===== src/rtl/sdiv_pkg.sv =====
package sdiv_pkg;
  typedef enum logic [1:0] {
    ST_IDLE  = 2'd0,
    ST_CHECK = 2'd1,
    ST_LOOP  = 2'd2,
    ST_FIN   = 2'd3
  } sdiv_state_e;
endpackage


===== src/rtl/sdiv_magnitude.sv =====
// Converts both signed operands to magnitude form and extracts their signs.
module sdiv_magnitude #(
  parameter int W = 16
) (
  input  logic [2*W-1:0] dvd_i,
  input  logic [W-1:0]   dvs_i,
  output logic [2*W-1:0] dvd_mag_o,
  output logic [W-1:0]   dvs_mag_o,
  output logic           dvd_neg_o,
  output logic           dvs_neg_o
);
  always_comb begin
    dvd_neg_o = dvd_i[2*W-1];
    dvs_neg_o = dvs_i[W-1];
    dvd_mag_o = dvd_neg_o ? (~dvd_i + 1'b1) : dvd_i;
    dvs_mag_o = dvs_neg_o ? (~dvs_i + 1'b1) : dvs_i;
  end
endmodule


===== src/rtl/sdiv_step.sv =====
// One restoring iteration: shift the pair left, trial-subtract, keep or restore.
module sdiv_step #(
  parameter int W = 16
) (
  input  logic [W-1:0] acc_i,
  input  logic [W-1:0] quo_i,
  input  logic [W-1:0] dvs_i,
  output logic [W-1:0] acc_o,
  output logic [W-1:0] quo_o
);
  logic [W:0]   shifted;
  logic [W+1:0] trial;
  logic         negative;

  always_comb begin
    shifted  = {acc_i, quo_i[W-1]};
    trial    = {1'b0, shifted} - {2'b00, dvs_i};
    negative = trial[W+1];
    acc_o    = negative ? shifted[W-1:0] : trial[W-1:0];
    quo_o    = {quo_i[W-2:0], ~negative};
  end
endmodule


===== src/rtl/sdiv_finish.sv =====
// Optional round-to-nearest on the quotient magnitude, then sign restoration.
module sdiv_finish #(
  parameter int W = 16
) (
  input  logic [W-1:0] qmag_i,
  input  logic [W-1:0] rmag_i,
  input  logic [W-1:0] dvs_mag_i,
  input  logic         qneg_i,
  input  logic         rneg_i,
  input  logic         round_i,
  input  logic         exc_i,
  output logic [W-1:0] quo_o,
  output logic [W-1:0] rem_o
);
  logic         bump;
  logic [W-1:0] qr;

  always_comb begin
    bump = round_i && ({rmag_i, 1'b0} >= {1'b0, dvs_mag_i});
    qr   = qmag_i + {{(W-1){1'b0}}, bump};
    if (exc_i) begin
      quo_o = '0;
      rem_o = '0;
    end else begin
      quo_o = qneg_i ? (~qr + 1'b1) : qr;
      rem_o = rneg_i ? (~rmag_i + 1'b1) : rmag_i;
    end
  end
endmodule


===== src/rtl/sdiv_restoring.sv =====
module sdiv_restoring
  import sdiv_pkg::*;
#(
  parameter int W = 16
) (
  input  logic           clk,
  input  logic           rst_n,
  input  logic           start,
  input  logic           round_en,
  input  logic [2*W-1:0] dividend,
  input  logic [W-1:0]   divisor,
  output logic           busy,
  output logic           done,
  output logic [W-1:0]   quotient,
  output logic [W-1:0]   remainder,
  output logic           ovf,
  output logic           div0
);
  localparam int CW = $clog2(W + 1);
  localparam logic [CW-1:0] LAST = CW'(W - 1);

  // reset: asserted asynchronously, released on the clock
  logic rs_meta, rs_n;
  always_ff @(posedge clk or negedge rst_n) begin
    if (!rst_n) begin
      rs_meta <= 1'b0;
      rs_n    <= 1'b0;
    end else begin
      rs_meta <= 1'b1;
      rs_n    <= rs_meta;
    end
  end

  sdiv_state_e st_q, st_d;
  logic [W-1:0]  acc_q, acc_d, quo_q, quo_d, dvs_q, dvs_d;
  logic          qneg_q, qneg_d, rneg_q, rneg_d, rnd_q, rnd_d;
  logic          eovf_q, eovf_d, edz_q, edz_d;
  logic [CW-1:0] cnt_q, cnt_d;
  logic [W-1:0]  quo_out_q, rem_out_q;
  logic          ovf_out_q, dz_out_q, done_q;
  logic          out_en, done_d;

  logic [2*W-1:0] dvd_mag;
  logic [W-1:0]   dvs_mag;
  logic           dvd_neg, dvs_neg;
  logic [W-1:0]   step_acc, step_quo;
  logic [W-1:0]   fin_quo, fin_rem;

  sdiv_magnitude #(.W(W)) u_mag (
    .dvd_i(dividend), .dvs_i(divisor),
    .dvd_mag_o(dvd_mag), .dvs_mag_o(dvs_mag),
    .dvd_neg_o(dvd_neg), .dvs_neg_o(dvs_neg)
  );

  sdiv_step #(.W(W)) u_step (
    .acc_i(acc_q), .quo_i(quo_q), .dvs_i(dvs_q),
    .acc_o(step_acc), .quo_o(step_quo)
  );

  sdiv_finish #(.W(W)) u_fin (
    .qmag_i(quo_q), .rmag_i(acc_q), .dvs_mag_i(dvs_q),
    .qneg_i(qneg_q), .rneg_i(rneg_q), .round_i(rnd_q),
    .exc_i(eovf_q | edz_q),
    .quo_o(fin_quo), .rem_o(fin_rem)
  );

  // next-state logic
  always_comb begin
    st_d   = st_q;
    acc_d  = acc_q;
    quo_d  = quo_q;
    dvs_d  = dvs_q;
    qneg_d = qneg_q;
    rneg_d = rneg_q;
    rnd_d  = rnd_q;
    eovf_d = eovf_q;
    edz_d  = edz_q;
    cnt_d  = cnt_q;
    out_en = 1'b0;
    done_d = 1'b0;
    unique case (st_q)
      ST_IDLE: begin
        if (start) begin
          acc_d  = dvd_mag[2*W-1:W];
          quo_d  = dvd_mag[W-1:0];
          dvs_d  = dvs_mag;
          qneg_d = dvd_neg ^ dvs_neg;
          rneg_d = dvd_neg;
          rnd_d  = round_en;
          eovf_d = 1'b0;
          edz_d  = 1'b0;
          cnt_d  = '0;
          st_d   = ST_CHECK;
        end
      end
      ST_CHECK: begin
        if (dvs_q == '0) begin
          edz_d = 1'b1;
          st_d  = ST_FIN;
        end else if (acc_q >= dvs_q) begin
          eovf_d = 1'b1;
          st_d   = ST_FIN;
        end else if ((acc_q == '0) && (quo_q < dvs_q)) begin
          acc_d = quo_q;
          quo_d = '0;
          st_d  = ST_FIN;
        end else begin
          st_d = ST_LOOP;
        end
      end
      ST_LOOP: begin
        acc_d = step_acc;
        quo_d = step_quo;
        cnt_d = cnt_q + 1'b1;
        if (cnt_q == LAST) st_d = ST_FIN;
      end
      ST_FIN: begin
        out_en = 1'b1;
        done_d = 1'b1;
        st_d   = ST_IDLE;
      end
      default: st_d = ST_IDLE;
    endcase
  end

  // registers
  always_ff @(posedge clk or negedge rs_n) begin
    if (!rs_n) begin
      st_q      <= ST_IDLE;
      acc_q     <= '0;
      quo_q     <= '0;
      dvs_q     <= '0;
      qneg_q    <= 1'b0;
      rneg_q    <= 1'b0;
      rnd_q     <= 1'b0;
      eovf_q    <= 1'b0;
      edz_q     <= 1'b0;
      cnt_q     <= '0;
      quo_out_q <= '0;
      rem_out_q <= '0;
      ovf_out_q <= 1'b0;
      dz_out_q  <= 1'b0;
      done_q    <= 1'b0;
    end else begin
      st_q   <= st_d;
      acc_q  <= acc_d;
      quo_q  <= quo_d;
      dvs_q  <= dvs_d;
      qneg_q <= qneg_d;
      rneg_q <= rneg_d;
      rnd_q  <= rnd_d;
      eovf_q <= eovf_d;
      edz_q  <= edz_d;
      cnt_q  <= cnt_d;
      done_q <= done_d;
      if (out_en) begin
        quo_out_q <= fin_quo;
        rem_out_q <= fin_rem;
        ovf_out_q <= eovf_q;
        dz_out_q  <= edz_q;
      end
    end
  end

  assign busy      = (st_q != ST_IDLE);
  assign done      = done_q;
  assign quotient  = quo_out_q;
  assign remainder = rem_out_q;
  assign ovf       = ovf_out_q;
  assign div0      = dz_out_q;

  // completion is a single-cycle pulse
  a_r9_done_pulse: assert property (@(posedge clk) disable iff (!rs_n)
    done |=> !done);

  // zero-divisor result carries zero outputs and no overflow
  a_r4_div0_zero: assert property (@(posedge clk) disable iff (!rs_n)
    (done && div0) |-> (quotient == '0 && remainder == '0 && !ovf));

  // overflow result carries zero outputs
  a_r5_ovf_zero: assert property (@(posedge clk) disable iff (!rs_n)
    (done && ovf) |-> (quotient == '0 && remainder == '0));

  // operands in flight are not disturbed by a new start
  a_r10_operands_hold: assert property (@(posedge clk) disable iff (!rs_n)
    (st_q == ST_LOOP) |=> ($stable(dvs_q) && $stable(qneg_q) && $stable(rnd_q)));

  // outputs change only on the cycle done rises
  a_r9_output_hold: assert property (@(posedge clk) disable iff (!rs_n)
    !done |-> ($stable(quotient) && $stable(remainder)) or $rose(done));
endmodule


===== config.mk =====
export PLATFORM = sky130hd
export DESIGN_NAME = sdiv_restoring
export DESIGN_NICKNAME = d
export VERILOG_FILES = /design/src/rtl/sdiv_pkg.sv /design/src/rtl/sdiv_magnitude.sv /design/src/rtl/sdiv_step.sv /design/src/rtl/sdiv_finish.sv /design/src/rtl/sdiv_restoring.sv
export SDC_FILE = /design/constraint.sdc
export NUM_CORES = 1
export LEC_CHECK = 0
export ABC_AREA = 1
export ABC_CLOCK_PERIOD_IN_PS = 4000
export BUFFER_PORTS_ARGS = -buffer_cell sky130_fd_sc_hd__buf_2
export CAP_MARGIN = 10
export CORE_AREA = 10 10 192 194
export CTS_BUF_LIST = sky130_fd_sc_hd__clkbuf_16
export CTS_CLUSTER_SIZE = 8
export DETAILED_ROUTE_END_ITERATION = 12
export DIE_AREA = 0 0 202 204
export PLACE_DENSITY = 0.45
export SLEW_MARGIN = 10
export SYNTH_ARGS = -nofsm -noshare
export SYNTH_HDL_FRONTEND = slang
export SYNTH_HIERARCHICAL = 1
export SYNTH_SLANG_ARGS = --single-unit
export TNS_END_PERCENT = 30

===== constraint.sdc =====
create_clock -name clk -period 4 [get_ports clk]
set_input_delay 0.6 -clock clk [delete_from_list [all_inputs] [get_ports clk]]
set_output_delay 0.6 -clock clk [all_outputs]
set_load 0.02 [all_outputs]

== Word-level counts from Yosys, hierarchy flattened ==
Cells that the tools add are included.
Word-level totals
  memories kept: 0
  register bits after elaboration: 97
  output and inout port bits: 36
  memory bits (read-only): 0
  word-level logic and storage cells: 92
  bits in latches: 0
  bits in writable memories: 0
  bits of input ports: 52
Operators by class
  reduce and logical (&&, ||, !) cells: 15
  div/mod/pow operators: 0
  multiply operators: 0
  order comparisons: 3
  add/subtract/negate cells: 7
  bitwise gates (word level): 7
  shifts and indexed selects: 0
  muxes and demuxes: 32
  eq/ne operators: 11
Operator list (number)
  2-to-1 mux 16 bit: 14
  case mux 16 bit (3 select lines): 2
  adder 16 x 1 -> 16 bit, second input constant: 3
  NOT 16 bit: 3
  adder 32 x 1 -> 32 bit, second input constant: 1
  logical NOT 16 bit: 2
  2-to-1 mux 32 bit: 1
  NOT 32 bit: 1
  subtractor 17 x 16 -> 18 bit: 1
  greater-or-equal comparator 17 x 16 -> 1 bit: 1
  adder 16 x 1 -> 16 bit: 1
  greater-or-equal comparator 16 bit: 1
  < comparator 16 bit: 1
  != test 2 bit, second input constant: 7
  case mux 5 bit (2 select lines): 1
  2-to-1 mux 1 bit: 8
  case mux 2 bit (4 select lines): 1
  AND reduction 2 bit: 3
  nonzero test 2 bit: 3
  adder 5 x 1 -> 5 bit, second input constant: 1
  == test 5 x 4 -> 1 bit, second input constant: 1
  2-to-1 mux 5 bit: 1
  AND reduction 5 bit: 1
  == test 2 bit, second input constant: 2
  other kinds (11): 14

== Longest topological paths before layout ==
  word-level depth: 7
  mapped depth: 26

== Cells and area by module ==
The synthesis kept the hierarchy.
By module, submodules not included
  sdiv_restoring: times used 1, cells each 579, area an instance 5243.8 um^2, sequential area each 2427.3 um^2
  sdiv_finish: times used 1, cells each 346, area an instance 1747.9 um^2, sequential area each 0.0 um^2
  sdiv_step: times used 1, cells each 269, area an instance 1443.9 um^2, sequential area each 0.0 um^2
  sdiv_magnitude: times used 1, cells each 299, area an instance 1391.3 um^2, sequential area each 0.0 um^2

== Worst setup path before layout ==
No wires, ideal clock.
  path kind: reg2reg
  from: register acc_q[9]
  to: register quo_out_q[12] (netlist: quotient[12])
  period minus slack after synthesis: 3158 ps
  arrival time: 3033 ps
  stages on the path, launching flop included: 24
  path slack: 842 ps
  cells stage by stage: dfrtp_1 ha_1 nand2_1 inv_1 o21ai_0 a21oi_1 nor4_1 nand3_1 nand2_1 inv_1 ha_1 ha_1 inv_1 ha_1 inv_1 nor2_1 nand2_1 nor2_1 nand3_1 nand2_1 nand3_1 nor2_1 nor2_1 mux2_2
On the way
  longest elaborated chain between the ends: 7
Ends and longest elaborated chain
  start: declaration: RTL line sdiv_restoring.sv:35  | logic [W-1:0] acc_q, acc_d, quo_q, quo_d, dvs_q, dvs_d;
  start signal: assignment: RTL line sdiv_restoring.sv:130  | acc_q <= '0;
  start signal: assignment: RTL line sdiv_restoring.sv:146  | acc_q <= acc_d;
  greater-or-equal comparator 17 x 16 -> 1 bit *: RTL line sdiv_finish.sv:19  | bump = round_i && ({rmag_i, 1'b0} >= {1'b0, dvs_mag_i});
  logical AND 1 bit *: RTL line sdiv_finish.sv:19
  adder 16 x 1 -> 16 bit *: RTL line sdiv_finish.sv:20  | qr = qmag_i + {{(W-1){1'b0}}, bump};
  NOT 16 bit: RTL line sdiv_finish.sv:25  | quo_o = qneg_i ? (~qr + 1'b1) : qr;
  adder 16 x 1 -> 16 bit: RTL line sdiv_finish.sv:25
  2-to-1 mux 16 bit *: RTL line sdiv_finish.sv:25
  2-to-1 mux 16 bit *: RTL line sdiv_finish.sv:21  | if (exc_i) begin
  named net fin_quo[12]: RTL line sdiv_restoring.sv:47  | logic [W-1:0] fin_quo, fin_rem;
  end signal: assignment: RTL line sdiv_restoring.sv:157  | quo_out_q <= fin_quo;
  end: declaration: RTL line sdiv_restoring.sv:39  | logic [W-1:0] quo_out_q, rem_out_q;
Mark *: on every way through the listed nets, which the timed path passes. The rest lies on a longest branch.
A chain may end at the register's enable or synchronous reset.

== Worst setup path after layout ==
  from: register acc_q[1]
  to: register quo_out_q[12] (netlist: quotient[12])
The elaborated chain is that of the path after synthesis.

==> impl_summary.txt <==
----------------------------------------------------
[Timing]
  Minimum clock period ... around 3.7 ns
  Relative max-transition margin ... 26.04%
  Setup TNS ... 0 ns
  Clock skew ... 0.01489 ns
  RSZ-0062 raised after global routing ... false
  Final hold vios ... 0
  Share of the cycle needed by the critical path after routing ... around nine tenths
  Final worst slack ... 0.3453 ns
  Slew at the pin closest to its max-slew limit ... roughly 1.1 ns
  Final number of setup-violating endpoints ... 0
  Upper clock frequency limit ... between 0.2 and 0.3 GHz
  Number of max-slew violations in the final report ... 0

[Clocking]
  CTS tree ... done
  Clock Sink Count ... 97
  Buffer type at the clock tree root ... sky130_fd_sc_hd__clkbuf_16
  Clock slew at reported path FFs ... around 0.080 ns
  Number of H-tree branching levels ... 3
  Total clock buffers created by CTS ... 9
  Setup fix buffers added after clock tree synthesis ... 0
  Worst skew pair latency ... ~0.37 ns
  Clock buffer depth ... 2

[Logic synthesis]
  Area fraction of the dominant cell type after synthesis ... 24.70%
  Fraction of synthesis flops using an asynchronous set or reset pin ... 100.0%
  Gate Count Post-Synth ... 1493
  Warnings from Yosys ... 6
  Syn_nets ... 1620
  Largest area contributor in the synthesized netlist ... sky130_fd_sc_hd__dfrtp_1
  Post-Synthesis Cell Area ... 9827 sq um
  Synth top area cells ... sky130_fd_sc_hd__dfrtp_1, sky130_fd_sc_hd__nand2_1, sky130_fd_sc_hd__ha_1
  Most instantiated library cell after synthesis ... sky130_fd_sc_hd__nand2_1
  Unique cell type count in the Yosys netlist ... 46
  Leading cell types by count after synthesis ... sky130_fd_sc_hd__nand2_1, sky130_fd_sc_hd__inv_1, sky130_fd_sc_hd__nor2_1
  Sequential-to-total area share from yosys stat ... between 20% and 30%
  Number of flops mapped to enable cells by yosys ... 0
  Syn Area/Cell ... ~6.6 sq um
  Flip-flop and latch count after synthesis ... 97
  Most used DFF post-synth ... sky130_fd_sc_hd__dfrtp_1

[Min path]
  Launch instance of the worst min-delay path ... rs_meta
  Worst Hold Path EP ... rs_n
  Hold WC Path Type ... register to register
  Instance count along the most critical hold path ... 0

[Global routing]
  Overflow left after global routing ... 0
  Combined global-route utilization of all metal layers ... between 10% and 20%
  Via count of the first global-routing pass ... between 9000 and 10000
  Wire length of the first global-routing pass ... 51050 um
  Initial antenna violation count ... 0
  Largest net degree at the start of global routing ... 72

[Critical path]
  Category of the most critical setup path ... register to register
  Setup slack on the worst flop-to-flop path ... 0.35 ns
  Number of cells traversed by the worst register-to-register path ... 23
  Worst r2r dst ... quotient[12]
  Req. time, crit path ... 4.24 ns
  Maximum fanout along the worst path ... 8
  Worst endpoint data arrival time ... 3.90 ns
  Beginning of the worst register-to-register path ... acc_q[1]
  Critical Path Sink Type ... register
  Category of the worst setup path launch point ... register

[Floorplan]
  Number of core rows ... 67
  Initial cell density of the core ... 29.68%
  Die boundary width ... 202 um
  Area of the core ... 33110 sq um
  Top-level I/O count ... 88
  Total die area ... roughly 40000 sq um
  Overall die height ... 204 um

[Placed design]
  Final Wtd Congestion ... around 0.89
  Total half-perimeter wirelength after legalization and detailed placement ... 25820 um
  Setup WS pre-CTS ... around 0.34 ns
  Quantity of I/O buffers inserted on ports ... 87

[Drt]
  Number of remaining DRC errors ... 0
  Vias per std cell ... 4.664
  Average detailed-routed wire length per instance ... 16.00 um
  Number of iterations in the first detailed-routing pass ... 6
  Count of antenna-violating nets left after detailed routing ... 0
  Iteration-0 DRC count of the detailed router ... 743
  Routed Wire Length ... ~32000 um
  Via Count ... 9421

[Cells and area]
  Area grow syn2layout ... 12.02%
  Antenna diodes ... 0
  Share of layout cells above drive strength 1 ... between 10% and 20%
  Final #Nets ... 1694

[Power]
  Power density normalized to cell area ... 833.3 nW/um^2
  Worst-case vdd ir drop ... 0.2989 mV
  Leakage power ... 5.761 nW

[Job]
  Max-capacitance violation count ... 0

[Run status]
  Status ... complete, no violations

----------------------------------------------------
-- registers in the layout, indices dropped and copies added, names as in the netlist --
| name | flops |
|---|---|
| acc_q | 16 |
| dvs_q | 16 |
| quo_q | 16 |
| quotient | 16 |
| remainder | 16 |
| cnt_q | 5 |
| st_q | 2 |
| div0 | 1 |
| done | 1 |
| edz_q | 1 |
| eovf_q | 1 |
| ovf | 1 |
| qneg_q | 1 |
| rnd_q | 1 |
| rneg_q | 1 |
| rs_meta | 1 |
| rs_n | 1 |
-- through the flow --
| step | cells | instance area [sq um] | hold slack, ns | total power (W) | utilization, % |
|---|---|---|---|---|---|
| floorplan | 1493 | 9827 | 0.3044 | 0.006612 | - |
| global placement | 2003 | 10680 | 0.3350 | 0.008196 | 32.24 |
| detailed placement | 2003 | 10680 | 0.3397 | 0.008247 | 32.24 |
| CTS | 2020 | 11000 | 0.3594 | 0.009229 | 33.21 |
| global route | 2020 | 11010 | 0.3621 | 0.01017 | 33.24 |
| finish | 2020 | 11010 | 0.3557 | 0.009173 | 33.24 |
-- power breakdown --
group          internal (W)  switching [W]  total, W
Sequential          0.00138       0.000426   0.00181
Combinational       0.00223        0.00420   0.00643
Clock              0.000497       0.000442  0.000939
Total               0.00411        0.00506   0.00917
-- area by class of cell --
class / count / area (sq um)
Tap cell: 448 / 560.5
Clock buffer: 9 / 225.2
Fill cell: 3655 / 22110
Multi-Input combinational cell: 1122 / 6230
Inverter: 224 / 840.8
Sequential cell: 97 / 2431
Timing Repair Buffer: 113 / 633.1
Clock inverter: 7 / 87.58
-- worst max-delay path: stages, from the launching register on --
cell and delay [ns]:
sky130_fd_sc_hd__dfrtp_1 0.47, sky130_fd_sc_hd__ha_1 0.35, sky130_fd_sc_hd__a21oi_1 0.13, sky130_fd_sc_hd__nor2_1 0.06
sky130_fd_sc_hd__o31ai_2 0.23, sky130_fd_sc_hd__nand2_1 0.12, sky130_fd_sc_hd__nand2_1 0.07, sky130_fd_sc_hd__nand3_1 0.06
sky130_fd_sc_hd__nand2_1 0.13, sky130_fd_sc_hd__inv_1 0.06, sky130_fd_sc_hd__ha_1 0.21, sky130_fd_sc_hd__ha_1 0.28
sky130_fd_sc_hd__inv_1 0.09, sky130_fd_sc_hd__ha_1 0.17, sky130_fd_sc_hd__inv_1 0.05, sky130_fd_sc_hd__nor2_1 0.16
sky130_fd_sc_hd__nand2_1 0.09, sky130_fd_sc_hd__nor2_1 0.13, sky130_fd_sc_hd__nand3_1 0.09, sky130_fd_sc_hd__nand2_1 0.09
sky130_fd_sc_hd__nand3_1 0.10, sky130_fd_sc_hd__nor2_1 0.10, sky130_fd_sc_hd__nor2_1 0.05, sky130_fd_sc_hd__mux2_2 0.25
-- kinds of logic after synthesis --
| kind of cell | count (synthesis) | synth area share, % |
|---|---|---|
| other | 1 | 0.03816 |
| AOI/OAI and AO/OA | 191 | 11.93 |
| muxes | 32 | 3.667 |
| buffers and inverters | 274 | 12.03 |
| adders and majority gates | 75 | 9.626 |
| DFF | 97 | 24.70 |
| and+or+nand+nor | 791 | 35.15 |
| xor gates and xnor gates | 32 | 2.852 |
-- per-layer routing --
layer	track usage [%]	part of all wire (%)	vias up
met1	21.66	50	4303
li1	-	-	4898
met3	2.013	4.0	26
met5	0	0	-
met2	24.68	44	194
met4	4.188	1.8	0
-- layout by cell type, fill, tap and decap left out, drive strengths merged, types with 17 or more instances in the layout --
cell type  Yosys  layout
buf           38     112
nor3          22      22
ha            74      74
nand3         94      94
nor2         163     163
inv          222     224
dfrtp         97      97
a21oi         74      74
mux2          32      32
nand4         19      19
o21ai         93      93
xor2          17      17
nand2        475     475
-- what timing repair did --
action                                  CTS  global route
hold buffers                              1             0
endpoints found under the hold margin     2             0
endpoints found under the setup margin    0             2
gates resized for setup                   0             2
-- worst max-delay path by stage --
stage,start,endpoint
after floorplan,acc_q[9],quotient[12]
after global placement,acc_q[1],quotient[12]
after detailed placement,acc_q[1],quotient[12]
after CTS,acc_q[1],quotient[12]
after global routing,acc_q[1],quotient[12]
final,acc_q[1],quotient[12]
(Power assumes the default switching activity.)
